==> src/rtl/pnp_cfg_pkg.sv <==
package pnp_cfg_pkg;

  localparam int BYTE_W = 8;
  localparam int BASE_W = 16;

  // unlock key, in arrival order
  localparam logic [7:0] KEY_B0     = 8'h87;
  localparam logic [7:0] KEY_B1     = 8'h01;
  localparam logic [7:0] KEY_B2     = 8'h55;
  localparam logic [7:0] KEY_LAST_A = 8'h55;
  localparam logic [7:0] KEY_LAST_B = 8'hAA;

  // register map
  localparam logic [7:0] RG_CTRL   = 8'h02;
  localparam logic [7:0] CTRL_EXIT = 8'h02;
  localparam logic [7:0] RG_SEL    = 8'h07;
  localparam logic [7:0] RG_ACT    = 8'h30;
  localparam logic [7:0] RG_B0_HI  = 8'h60;
  localparam logic [7:0] RG_B0_LO  = 8'h61;
  localparam logic [7:0] RG_B1_HI  = 8'h62;
  localparam logic [7:0] RG_B1_LO  = 8'h63;
  localparam logic [7:0] RG_B2_HI  = 8'h64;
  localparam logic [7:0] RG_B2_LO  = 8'h65;
  localparam logic [7:0] RG_IRQ    = 8'h70;

  // alignment mask per device and base slot
  function automatic logic [15:0] base_mask(input int dev, input int slot);
    if (dev == 5 && slot < 2)             return 16'h0FFF;
    if ((dev == 3 || dev == 4) && slot == 1) return 16'h0FFC;
    return 16'h0FF8;
  endfunction

endpackage

==> src/rtl/pnp_key_unlock.sv <==
module pnp_key_unlock
  import pnp_cfg_pkg::*;
#(
  parameter bit ALT_BASE = 1'b0
) (
  input  logic       clk,
  input  logic       rst,
  input  logic       key_wr,
  input  logic [7:0] key_byte,
  input  logic       exit_req,
  output logic       cfg_mode
);

  localparam logic [7:0] KEY_LAST = ALT_BASE ? KEY_LAST_B : KEY_LAST_A;

  logic [1:0] step;
  logic [7:0] want;

  always_comb begin
    case (step)
      2'd0:    want = KEY_B0;
      2'd1:    want = KEY_B1;
      2'd2:    want = KEY_B2;
      default: want = KEY_LAST;
    endcase
  end

  always_ff @(posedge clk) begin
    if (rst) begin
      step     <= 2'd0;
      cfg_mode <= 1'b0;
    end else if (cfg_mode) begin
      step <= 2'd0;
      if (exit_req) cfg_mode <= 1'b0;
    end else if (key_wr) begin
      if (key_byte == want) begin
        if (step == 2'd3) begin
          cfg_mode <= 1'b1;
          step     <= 2'd0;
        end else begin
          step <= step + 2'd1;
        end
      end else if (key_byte == KEY_B0) begin
        step <= 2'd1;   // a stray 0x87 restarts the key
      end else begin
        step <= 2'd0;
      end
    end
  end

  // the mode opens only right after the final key byte
  a_r2_entry_on_key: assert property (@(posedge clk) disable iff (rst)
    $rose(cfg_mode) |-> ($past(key_wr) && $past(key_byte) == KEY_LAST));

  // an exit request in mode closes it on the next edge
  a_r5_exit_closes: assert property (@(posedge clk) disable iff (rst)
    (cfg_mode && exit_req) |=> !cfg_mode);

endmodule

==> src/rtl/pnp_dev_slot.sv <==
module pnp_dev_slot
  import pnp_cfg_pkg::*;
#(
  parameter logic [15:0] MASK0 = 16'h0FF8,
  parameter logic [15:0] MASK1 = 16'h0FF8,
  parameter logic [15:0] MASK2 = 16'h0FF8
) (
  input  logic        clk,
  input  logic        rst,
  input  logic        wr,
  input  logic [7:0]  reg_idx,
  input  logic [7:0]  wdata,
  output logic        active,
  output logic [15:0] io0,
  output logic [15:0] io1,
  output logic [15:0] io2,
  output logic [7:0]  irq
);

  always_ff @(posedge clk) begin
    if (rst) begin
      active <= 1'b0;
      io0    <= '0;
      io1    <= '0;
      io2    <= '0;
      irq    <= '0;
    end else if (wr) begin
      case (reg_idx)
        RG_ACT:   active     <= wdata[0];
        RG_B0_HI: io0[15:8]  <= wdata & MASK0[15:8];
        RG_B0_LO: io0[7:0]   <= wdata & MASK0[7:0];
        RG_B1_HI: io1[15:8]  <= wdata & MASK1[15:8];
        RG_B1_LO: io1[7:0]   <= wdata & MASK1[7:0];
        RG_B2_HI: io2[15:8]  <= wdata & MASK2[15:8];
        RG_B2_LO: io2[7:0]   <= wdata & MASK2[7:0];
        RG_IRQ:   irq        <= wdata;
        default:  ;
      endcase
    end
  end

  // a slot that receives no write keeps every output
  a_r6_unselected_hold: assert property (@(posedge clk) disable iff (rst)
    !wr |=> $stable({active, io0, io1, io2, irq}));

endmodule

==> src/rtl/pnp_cfg_window.sv <==
module pnp_cfg_window
  import pnp_cfg_pkg::*;
#(
  parameter int          NDEV      = 11,
  parameter logic [10:0] IMPL      = 11'b100_1111_1111,
  parameter bit          ALT_BASE  = 1'b0
) (
  input  logic                 clk,
  input  logic                 rst,
  input  logic                 wr_en,
  input  logic                 rd_en,
  input  logic                 port_sel,
  input  logic [7:0]           wr_data,
  output logic [7:0]           rd_data,
  output logic                 rd_valid,
  output logic                 cfg_mode,
  output logic [NDEV-1:0]      dev_active,
  output logic [NDEV*16-1:0]   dev_io0,
  output logic [NDEV*16-1:0]   dev_io1,
  output logic [NDEV*16-1:0]   dev_io2,
  output logic [NDEV*8-1:0]    dev_irq
);

  localparam int IDW = $clog2(NDEV);

  logic [7:0]     index_q;
  logic [7:0]     ldn_q;
  logic           idx_wr, dat_wr, exit_req, sel_ok;
  logic [IDW-1:0] sel;
  logic [7:0]     data_rd;

  logic        act_a [NDEV];
  logic [15:0] io0_a [NDEV];
  logic [15:0] io1_a [NDEV];
  logic [15:0] io2_a [NDEV];
  logic [7:0]  irq_a [NDEV];

  assign idx_wr   = wr_en && !port_sel;
  assign dat_wr   = wr_en && port_sel && cfg_mode;
  assign exit_req = dat_wr && index_q == RG_CTRL && wr_data == CTRL_EXIT;
  assign sel      = ldn_q[IDW-1:0];
  assign sel_ok   = (ldn_q < 8'(NDEV)) && IMPL[sel];

  pnp_key_unlock #(.ALT_BASE(ALT_BASE)) u_key (
    .clk      (clk),
    .rst      (rst),
    .key_wr   (idx_wr && !cfg_mode),
    .key_byte (wr_data),
    .exit_req (exit_req),
    .cfg_mode (cfg_mode)
  );

  always_ff @(posedge clk) begin
    if (rst) begin
      index_q <= '0;
      ldn_q   <= '0;
    end else if (cfg_mode) begin
      if (idx_wr) index_q <= wr_data;
      if (dat_wr && index_q == RG_SEL) ldn_q <= wr_data;
    end
  end

  for (genvar i = 0; i < NDEV; i++) begin : g_dev
    if (IMPL[i]) begin : g_impl
      pnp_dev_slot #(
        .MASK0 (base_mask(i, 0)),
        .MASK1 (base_mask(i, 1)),
        .MASK2 (base_mask(i, 2))
      ) u_slot (
        .clk     (clk),
        .rst     (rst),
        .wr      (dat_wr && sel_ok && sel == IDW'(i)),
        .reg_idx (index_q),
        .wdata   (wr_data),
        .active  (act_a[i]),
        .io0     (io0_a[i]),
        .io1     (io1_a[i]),
        .io2     (io2_a[i]),
        .irq     (irq_a[i])
      );
    end else begin : g_none
      assign act_a[i] = 1'b0;
      assign io0_a[i] = '0;
      assign io1_a[i] = '0;
      assign io2_a[i] = '0;
      assign irq_a[i] = '0;
    end
    assign dev_active[i]      = act_a[i];
    assign dev_io0[i*16 +: 16] = io0_a[i];
    assign dev_io1[i*16 +: 16] = io1_a[i];
    assign dev_io2[i*16 +: 16] = io2_a[i];
    assign dev_irq[i*8 +: 8]   = irq_a[i];
  end

  always_comb begin
    data_rd = 8'h00;
    if (index_q == RG_SEL) begin
      data_rd = ldn_q;
    end else if (sel_ok) begin
      case (index_q)
        RG_ACT:   data_rd = {7'b0, act_a[sel]};
        RG_B0_HI: data_rd = io0_a[sel][15:8];
        RG_B0_LO: data_rd = io0_a[sel][7:0];
        RG_B1_HI: data_rd = io1_a[sel][15:8];
        RG_B1_LO: data_rd = io1_a[sel][7:0];
        RG_B2_HI: data_rd = io2_a[sel][15:8];
        RG_B2_LO: data_rd = io2_a[sel][7:0];
        RG_IRQ:   data_rd = irq_a[sel];
        default:  data_rd = 8'h00;
      endcase
    end
  end

  always_ff @(posedge clk) begin
    if (rst) begin
      rd_data  <= 8'hFF;
      rd_valid <= 1'b0;
    end else begin
      rd_valid <= rd_en;
      if (rd_en) begin
        if (!cfg_mode)      rd_data <= 8'hFF;
        else if (!port_sel) rd_data <= index_q;
        else                rd_data <= data_rd;
      end
    end
  end

  // reads while locked return all ones
  a_r4_locked_read: assert property (@(posedge clk) disable iff (rst)
    (rd_en && !cfg_mode) |=> (rd_valid && rd_data == 8'hFF));

  // data port writes while locked leave device state alone
  a_r4_locked_write: assert property (@(posedge clk) disable iff (rst)
    (wr_en && port_sel && !cfg_mode) |=>
      $stable({dev_active, dev_io0, dev_io1, dev_io2, dev_irq}));

  // read data is flagged exactly one clock after the strobe
  a_r1_read_latency: assert property (@(posedge clk) disable iff (rst)
    rd_en |=> rd_valid);

endmodule

==> config.mk <==
export PLATFORM = sky130hd
export DESIGN_NAME = pnp_cfg_window
export DESIGN_NICKNAME = d
export VERILOG_FILES = /design/src/rtl/pnp_cfg_pkg.sv /design/src/rtl/pnp_key_unlock.sv /design/src/rtl/pnp_dev_slot.sv /design/src/rtl/pnp_cfg_window.sv
export SDC_FILE = /design/constraint.sdc
export NUM_CORES = 1
export LEC_CHECK = 0
export BUFFER_PORTS_ARGS = -buffer_cell sky130_fd_sc_hd__buf_2
export CELL_PAD_IN_SITES_DETAIL_PLACEMENT = 1
export CELL_PAD_IN_SITES_GLOBAL_PLACEMENT = 2
export CORE_ASPECT_RATIO = 0.75
export CORE_MARGIN = 5
export CORE_UTILIZATION = 29
export DETAILED_ROUTE_END_ITERATION = 8
export PLACE_DENSITY = 0.89
export SLEW_MARGIN = 30
export SYNTH_ARGS = -nofsm -noshare
export SYNTH_HDL_FRONTEND = slang
export SYNTH_SLANG_ARGS = --single-unit
export TNS_END_PERCENT = 100
==> constraint.sdc <==
create_clock -name clk -period 3.2 [get_ports clk]
set_input_delay 0.16 -clock clk [delete_from_list [all_inputs] [get_ports clk]]
set_output_delay 0.16 -clock clk [all_outputs]
set_load 0.02 [all_outputs]
==> impl_metrics.ini, run 1 <==
[run_status]
status = completed

[logic_synthesis]
syn_avg_cell_area_um2 = 8.362
yosysMostFrequentCell = dfxtp_1
yosys_warnings = 0
synthCells = 2282
synth_enable_flop_cells = 0
synth_top_area_cell = dfxtp_1
ys.flop_type = dfxtp_1
synthTopCellsByCount = dfxtp_1, nand2_1, buf_4
yosysTopAreaCellShare = 0.3787
ys_ff_latch = 361
ys_seq_area_frac = 0.3787
synthTopCellsByArea = dfxtp_1, buf_4, mux2i_1, nand3_1, a21oi_1
syn_area_mm2 = 0.01908
async_flop_share = 0
synth.distinct_cells = 68

[clocking]
clk_path_buf_depth = 3
cts.clk_slew.worst_paths_ps = 60
hold_buffers = 0
cts_tree = built
cts_setup_buffers = 0
clk_latency_ps = 570
clock-sinks = 361
cts_resized = 0
cts_buffers = 43
cts-htree-levels = 2
clockRootBuffer = clkbuf_16

[sta]
worst_slack_ps = 231.3
fin_skew_ps = 21.61
setup_viol = 0
hold_viol = 0
rsz0062_at_grt = no
tightest_slew_ps = 849.5
relSlewSlack = 0.4260
max_freq_mhz = 336.8
period_needed_ps = 2969
maxSlewViolCount = 0
hold-worst-slack_ps = 59.87
timing.setup.tns_ps = 0
fin_crit_sh = 0.9277

[cells_and_area]
stdcell_count = 3465
layout.nets = 2576
post-route-util = 0.3423
areaGrowthSynthToFinish_pct = 16.91
final_cell_area_mm2 = 0.02231
drive_gt1_frac = 0.2347

[detailed_routing]
first_iter_violations = 1401
dr_total_vias = 17580
avgViaCountPerCell = 5.075
wl_per_cell_um = 24.80
first_pass_iters = 5
routed_wl_um = 85930
drcViolationCount = 0
ant_nets = 0

[global_route]
grt_pass1_vias = 17370
overflow = 0
antenna_found_initial = 3
grt_pass1_wl_um = 122400
grt_max_degree = 119
grt_use_total = 0.2263

[min_path]
min-delay-start = rd_en
whs_path_depth = 3
hold_class = in2reg
whs_endpoint = rd_valid

[setup_path]
r2r_cells = 7
critical_path_class = reg2reg
rrSetupSlack_ps = 230
crit_fanout = 14
reg2reg_from = ldn_q[5]
cp-start-kind = flip-flop
endpoint_kind = flip-flop
arrival_ps = 3390
crit_start = ldn_q[5]
cp.required_ps = 3620
reg2reg_to = g_dev[3].g_impl.u_slot.io0[6]

[die]
die_w_um = 306.2
initial_core_util = 0.2928
die_h_um = 232.2
core_area_mm2 = 0.06517
die_area_mm2 = 0.07108
rows = 81
ioPinCount = 650

[pwr]
powerDensity_mw_per_mm2 = 459.5
finalPower_mw = 10.25
ir_drop_v = 0.0002895
power.leakage_nw = 8.721

[placed_design]
dp_hpwl_um = 63260
placedCellCount = 3384
io_buffer_count = 354
placed_area_mm2 = 0.02081
globalplace.congestion = 0.9013
pre_cts_ws_ps = 253.0

[flow_run]
max_cap_viol_count = 0
==> registers in the layout, summed over array words and instances (netlist names), named ones only <==
register,count
rd_valid,1
ldn_q,8
g_dev.g_impl.u_slot.active,9
g_dev.g_impl.u_slot.io0,84
rd_data,8
g_dev.g_impl.u_slot.io1,86
g_dev.g_impl.u_slot.irq,72
g_dev.g_impl.u_slot.io2,81
u_key.cfg_mode,1
index_q,8
u_key.step,2
==> critical path: stages (launching register included) <==
cell	delay, ps
dfxtp_1	330
or4b_1	550
or3_4	510
or4_1	480
buf_4	260
nor3_4	360
mux2i_1	250
nor2_1	60
==> worst max path at each step <==
stage                                                to  slack (ps)  cells after the start
final                     g_dev[3].g_impl.u_slot.io0[6]         230                      7
after global routing      g_dev[3].g_impl.u_slot.io0[6]         160                      7
after CTS                 g_dev[3].g_impl.u_slot.io0[6]         240                      7
after detailed placement  g_dev[3].g_impl.u_slot.io0[6]         250                      7
after global placement    g_dev[3].g_impl.u_slot.io0[3]         350                      7
after floorplan           g_dev[3].g_impl.u_slot.io0[3]         770                      7
==> layout by cell type, fill, tap and decap left out, drive strengths merged, types with 10 or more instances in the layout <==
| master | Yosys | final |
|---|---|---|
| nor2 | 147 | 147 |
| o221ai | 27 | 27 |
| conb | 1 | 295 |
| buf | 360 | 433 |
| nand2b | 10 | 10 |
| mux2 | 22 | 22 |
| mux2i | 162 | 162 |
| nand3 | 256 | 256 |
| nor3 | 18 | 18 |
| a21oi | 255 | 255 |
| o21ai | 18 | 18 |
| a22oi | 23 | 23 |
| a221o | 12 | 12 |
| mux4 | 32 | 32 |
| nand2 | 331 | 331 |
| dfxtp | 361 | 361 |
| clkbuf | 136 | 65 |
| a31oi | 15 | 15 |
==> final cells by class <==
class | count | area, um^2
inverter | 5 | 18.77
tap | 871 | 1090
sequential | 361 | 7237
multi-input combinational | 1714 | 9943
clock buffer | 65 | 1301
fill | 7877 | 42860
clock inverter | 13 | 178.9
timing repair buffer | 433 | 2532
antenna | 3 | 7.507
==> cells by family (layout without fill, tap and decap cells) <==
group                      after synthesis  count (layout)  share of synthesized area
and+or+nand+nor                        809             809                     0.1982
buffers and inverters                  501             516                     0.1623
AOI/OAI and AO/OA                      388             388                     0.1212
DFF                                    361             361                     0.3787
muxes                                  216             216                     0.1357
adders and majority gates                5               5                   0.003278
other                                    1             298                  0.0001965
xor gates and xnor gates                 1               1                  0.0004591
==> where the power goes <==
| group | internal [mW] | leakage (nW) | switching (mW) |
|---|---|---|---|
| Clock | 3.13 | 0.723 | 2.06 |
| Combinational | 0.0363 | 5.09 | 0.530 |
| Sequential | 4.49 | 2.91 | 0.00152 |
==> routing by layer <==
layer,global-route usage,wire (um)
met2,0.3674,40480
met4,0.05673,1902
met3,0.05599,6451
met1,0.3037,37090
met5,0,0
Note: power is estimated with default switching activity, not from simulation.
==> run 2, diff against run 1 <==
ABC_AREA = 1   (was unset)
CORE_UTILIZATION = 27   (was 29)
==> impl_metrics.ini, run 2 <==
[sta]
relSlewSlack = 0.4355
max_freq_mhz = 385.0
rsz0062_at_grt = no
hold_viol = 0
tightest_slew_ps = 846.7
maxSlewViolCount = 0
fin_skew_ps = 27.58
period_needed_ps = 2597
setup_viol = 0
timing.setup.tns_ps = 0
fin_crit_sh = 0.8116

[setup_path]
critical_path_class = reg2reg
critPathMaxStageDelay_ps = 650
cp.required_ps = 3700
cp_cell_sequence = nand2_4 -> inv_2 -> buf_4 -> nand3_2 -> nor2_1 -> o21ai_0 -> a21oi_1
arrival_ps = 3100
cp-start-kind = flip-flop
slowest_stage = dfxtp_4
endpoint_kind = flip-flop
crit_fanout = 30

[global_route]
grt_pass1_wl_um = 123100
grt_max_degree = 87
antenna_found_initial = 1
grt_pass1_vias = 17120
overflow = 0
grt_use_total = 0.2193

[placed_design]
placedCellCount = 3660
dp_hpwl_um = 61920
globalplace.congestion = 0.8673
io_buffer_count = 354

[logic_synthesis]
synthTopCellsByArea = dfxtp_1, nand2_1, buf_4, a21oi_1, o21ai_0
yosysTopAreaCellShare = 0.3948
async_flop_share = 0
synthTopCellsByCount = nand2_1, dfxtp_1, a21oi_1
ys.flop_type = dfxtp_1
ys_ff_latch = 361
synth.distinct_cells = 43
synth_top_area_cell = dfxtp_1
syn_area_mm2 = 0.01831
syn_avg_cell_area_um2 = 7.210
yosysMostFrequentCell = nand2_1
synth_enable_flop_cells = 0
synthCells = 2539
yosys_warnings = 0
ys_seq_area_frac = 0.3948

[detailed_routing]
dr_total_vias = 17670
drcViolationCount = 0
first_pass_iters = 5
routed_wl_um = 85450
avgViaCountPerCell = 4.724
first_iter_violations = 1487
ant_nets = 0
wl_per_cell_um = 22.84

[cells_and_area]
largestRegisters = g_dev.g_impl.u_slot.io1: 86 flops, g_dev.g_impl.u_slot.io0: 84 flops, g_dev.g_impl.u_slot.io2: 81 flops
stdcell_count = 3741
drive_gt1_frac = 0.2001
fill_cells = 8396
largest_reg_flops = 86
layout.nets = 2843
final_common_cell = nand2_1
largest_register = g_dev.g_impl.u_slot.io1
areaGrowthSynthToFinish_pct = 16.09
final_cell_mix = nand2_1, dfxtp_1, buf_2

[flow_run]
max_cap_viol_count = 0

[clocking]
clock-sinks = 361
cts_tree = built
cts.clk_slew.worst_paths_ps = 60
clk_path_buf_depth = 3
cts_buffers = 42
cts_resized = 0
clk_latency_ps = 580
clockRootBuffer = clkbuf_16
cts-htree-levels = 2

[die]
ioPinCount = 650
die_area_mm2 = 0.07316
initial_core_util = 0.2732
die_w_um = 310.7
die_h_um = 235.5
rows = 82
core_area_mm2 = 0.06700

[min_path]
hold_class = in2reg

[pwr]
power.leakage_nw = 10.11
finalPower_mw = 10.03
ir_drop_v = 0.0002967
powerDensity_mw_per_mm2 = 472.0

[run_status]
status = completed
[run 2: final timing paths]
| path | startpoint | endpoint | slack (ps) | cells after the start |
|---|---|---|---|---|
| setup reg to reg | ldn_q[0] | g_dev[3].g_impl.u_slot.io2[9] | 600 | 7 |
| hold / removal | wr_data[3] | u_key.cfg_mode | 30 | 5 |
| setup / recovery | ldn_q[0] | g_dev[3].g_impl.u_slot.io2[9] | 600 | 7 |
| hold reg to reg | rd_data[2] | rd_data[2] | 480 | 2 |
[run 2: cell families (layout without fill, tap and decap cells)]
| kind of cell | after synthesis | in the layout | share of synthesized area |
|---|---|---|---|
| and+or+nand+nor | 973 | 973 | 0.2322 |
| AOI/OAI and AO/OA | 691 | 691 | 0.1971 |
| buffers and inverters | 507 | 532 | 0.1718 |
| DFF | 361 | 361 | 0.3948 |
| adders and majority gates | 5 | 5 | 0.003418 |
| other | 1 | 296 | 0.0002049 |
| xor gates and xnor gates | 1 | 1 | 0.0004786 |
[run 2: repair_timing]
| action | in CTS | in global routing |
|---|---|---|
| setup endpoints to repair | 0 | 0 |
| hold buffers | 3 | 0 |
| hold endpoints to repair | 11 | 0 |
| buffers inserted | 0 | 0 |
[run 2: cell type report]
type / count / area [um^2] / share of cell area
Inverter: 58 / 245.2 / 0.01154
Clock buffer: 58 / 1212 / 0.05705
Multi-Input combinational cell: 1965 / 9064 / 0.4265
Sequential cell: 361 / 7232 / 0.3403
Tap cell: 882 / 1104 / 0.05193
Clock inverter: 19 / 172.7 / 0.008125
Antenna cell: 1 / 2.502 / 0.0001178
Timing Repair Buffer: 397 / 2218 / 0.1044
[run 2: worst max-delay path: cells and delay by family, from the launching register on]
family | cells | cell delay, ps
and+or+nand+nor | 3 | 1090
DFF | 1 | 650
buffers and inverters | 2 | 440
AOI/OAI and AO/OA | 2 | 320
[run 2: power by group]
part / total [mW] / switching, mW / leakage [nW] / internal [mW]
sequential: 4.50 / 0.00495 / 2.91 / 4.50
clock: 4.93 / 2.11 / 0.674 / 2.83
combinational: 0.593 / 0.544 / 6.53 / 0.0490
total: 10.0 / 2.66 / 10.1 / 7.38
[run 2: through the flow]
stage	worst slack [ps]	utilization	instance area [um^2]	hold WS (ps)
global route	452.7	0.3171	21250	48.78
CTS	677.3	0.3171	21240	4.750
detailed placement	724.0	0.2960	19830	456.3
global placement	730.4	0.2959	19830	449.6
floorplan	1379	-	19410	330.7
finish	602.8	0.3172	21250	26.02
[run 2: routing by layer]
layer,track usage,up-vias,routed length (um)
met5,0,-,0
met3,0.05342,86,5741
li1,-,8388,-
met1,0.3026,8693,38800
met2,0.3524,507,39340
met4,0.04197,0,1571
==> run 3, diff against run 2 <==
CORE_UTILIZATION = 24   (was 27)
PLACE_DENSITY = 0.84   (was 0.89)
clock period = 2.2 ns   (was 3.2 ns; I/O delays follow)
==> impl_metrics.ini, run 3 (same netlist as run 2, synthesis figures left out) <==
[run_status]
status = completed

[die]
initial_core_util = 0.2427
die_h_um = 249.2
rows = 87
core_area_mm2 = 0.07544
die_w_um = 328.9
die_area_mm2 = 0.08195
ioPinCount = 650

[pwr]
power.leakage_nw = 10.81
ir_drop_v = 0.0005254
powerDensity_mw_per_mm2 = 670.0
finalPower_mw = 15.28

[setup_path]
cp.required_ps = 2690
critical_path_class = reg2reg
slowest_stage = dfxtp_4
cp-start-kind = flip-flop
crit_fanout = 8
crit_buf_inv = 3
cp_common_cell = nand2_1
arrival_ps = 2610
critPathMaxStageDelay_ps = 370
endpoint_kind = flip-flop
cp_top_family = simple AND/OR/NAND/NOR gates
cp_cell_sequence = inv_2 -> nor2_4 -> buf_12 -> buf_4 -> nand2_1 -> nand2_1 -> o21ai_0 -> nand3_1 -> nand2_1 -> nand2_1 -> o21ai_0 -> nand2_1 -> nand2_1 -> nand2_1 -> nand2_1 -> nand2_1

[sta]
relSlewSlack = 0.3842
timing.setup.tns_ps = 0
fin_skew_ps = 32.14
hold_viol = 0
tightest_slew_ps = 923.7
maxSlewViolCount = 0
fin_crit_sh = 0.9615
rsz0062_at_grt = yes
period_needed_ps = 2115
setup_viol = 0
max_freq_mhz = 472.7

[clocking]
clockRootBuffer = clkbuf_16
cts_buffers = 43
clock-sinks = 361
cts.clk_slew.worst_paths_ps = 70
cts_tree = built
cts-htree-levels = 2
clk_path_buf_depth = 3
clk_latency_ps = 600

[global_route]
grt_pass1_vias = 17360
grt_max_degree = 108
grt_use_total = 0.2064
antenna_found_initial = 0
overflow = 0
grt_pass1_wl_um = 127400

[cells_and_area]
final_cell_mix = nand2_1, dfxtp_1, buf_2
largest_register = g_dev.g_impl.u_slot.io1
num_antenna_cells = 0
drive_gt1_frac = 0.2310
largestRegisters = g_dev.g_impl.u_slot.io1: 86 flops, g_dev.g_impl.u_slot.io0: 84 flops, g_dev.g_impl.u_slot.io2: 81 flops
areaGrowthSynthToFinish_pct = 24.60
final_common_cell = nand2_1
layout.nets = 2937
largest_reg_flops = 86

[detailed_routing]
dr_total_vias = 18340
first_pass_iters = 5
first_iter_violations = 1596
avgViaCountPerCell = 4.612
drcViolationCount = 0
ant_nets = 0
wl_per_cell_um = 23.03
routed_wl_um = 91580

[min_path]
hold_class = in2reg

[placed_design]
dp_hpwl_um = 65380
io_buffer_count = 354
globalplace.congestion = 0.8671

[flow_run]
max_cap_viol_count = 0
==> run 3: changes by cell type in the layout (fill, tap and decap cells not counted), moves of 5 or more <==
cell       previous run  this run
o21ai_0             302       296
clkbuf_16            43        48
buf_12                9        30
o21ai_1               6        11
buf_4                30        87
nand2_2               2         9
nor2_2               35        26
nand2_1             703       696
nor2_4               28        42
==> run 3: final cells by class <==
cell class,count,area [um^2]
Timing Repair Buffer,488,3313
Fill cell,9379,52630
Clock inverter,23,332.8
Clock buffer,56,1205
Inverter,58,249.0
Sequential cell,361,7236
Tap cell,1023,1280
Multi-Input combinational cell,1967,9193
==> run 3: per-stage QoR <==
step	cell area [um^2]	util	std cells	hold slack (ps)	worst slack (ps)
global placement	20590	0.2730	3856	453.4	-105.0
floorplan	19410	-	2833	280.7	379.3
detailed placement	20590	0.2730	3856	458.5	-45.19
global route	22810	0.3024	3976	77.84	-53.70
finish	22810	0.3024	3976	22.48	84.64
CTS	22200	0.2943	3942	5.289	8.158
==> run 3: tightest hold or removal path, cell delays in order <==
cell	delay [ps]
buf_2	110
nor2_1	70
nand4_1	90
nand2_1	50
a21oi_1	130
==> run 3: where the power goes <==
group	total (mW)	switching, mW	internal [mW]
sequential	6.55	0.00979	6.54
combinational	0.890	0.801	0.0889
clock	7.84	3.22	4.62
total	15.3	4.03	11.3
==> run 3: metal layers <==
| metal | share of wire | up-vias | GRT usage | routed length [um] |
|---|---|---|---|---|
| met5 | 0 | - | 0 | 0 |
| met4 | 0.020 | 0 | 0.04199 | 1792 |
| met3 | 0.069 | 99 | 0.04686 | 6350 |
| met2 | 0.46 | 551 | 0.3280 | 42430 |
| met1 | 0.45 | 9088 | 0.2875 | 41000 |
| li1 | - | 8600 | - | - |
==> run 3: final timing paths <==
check,end,slack [ps],from,cells after the start
min,u_key.cfg_mode,20,wr_data[5],5
max,rd_data[6],80,ldn_q[1],16
min reg2reg,rd_data[2],470,rd_data[2],2
max reg2reg,rd_data[6],80,ldn_q[1],16
==> run 3: repair_timing <==
item                                    CTS  global route
setup buffers                             0            27
gates resized for setup                   3            48
hold endpoints to repair                 37             0
pin swaps                                 0            15
cloned                                    0             7
hold buffers                              7             0
endpoints found under the setup margin    3           138
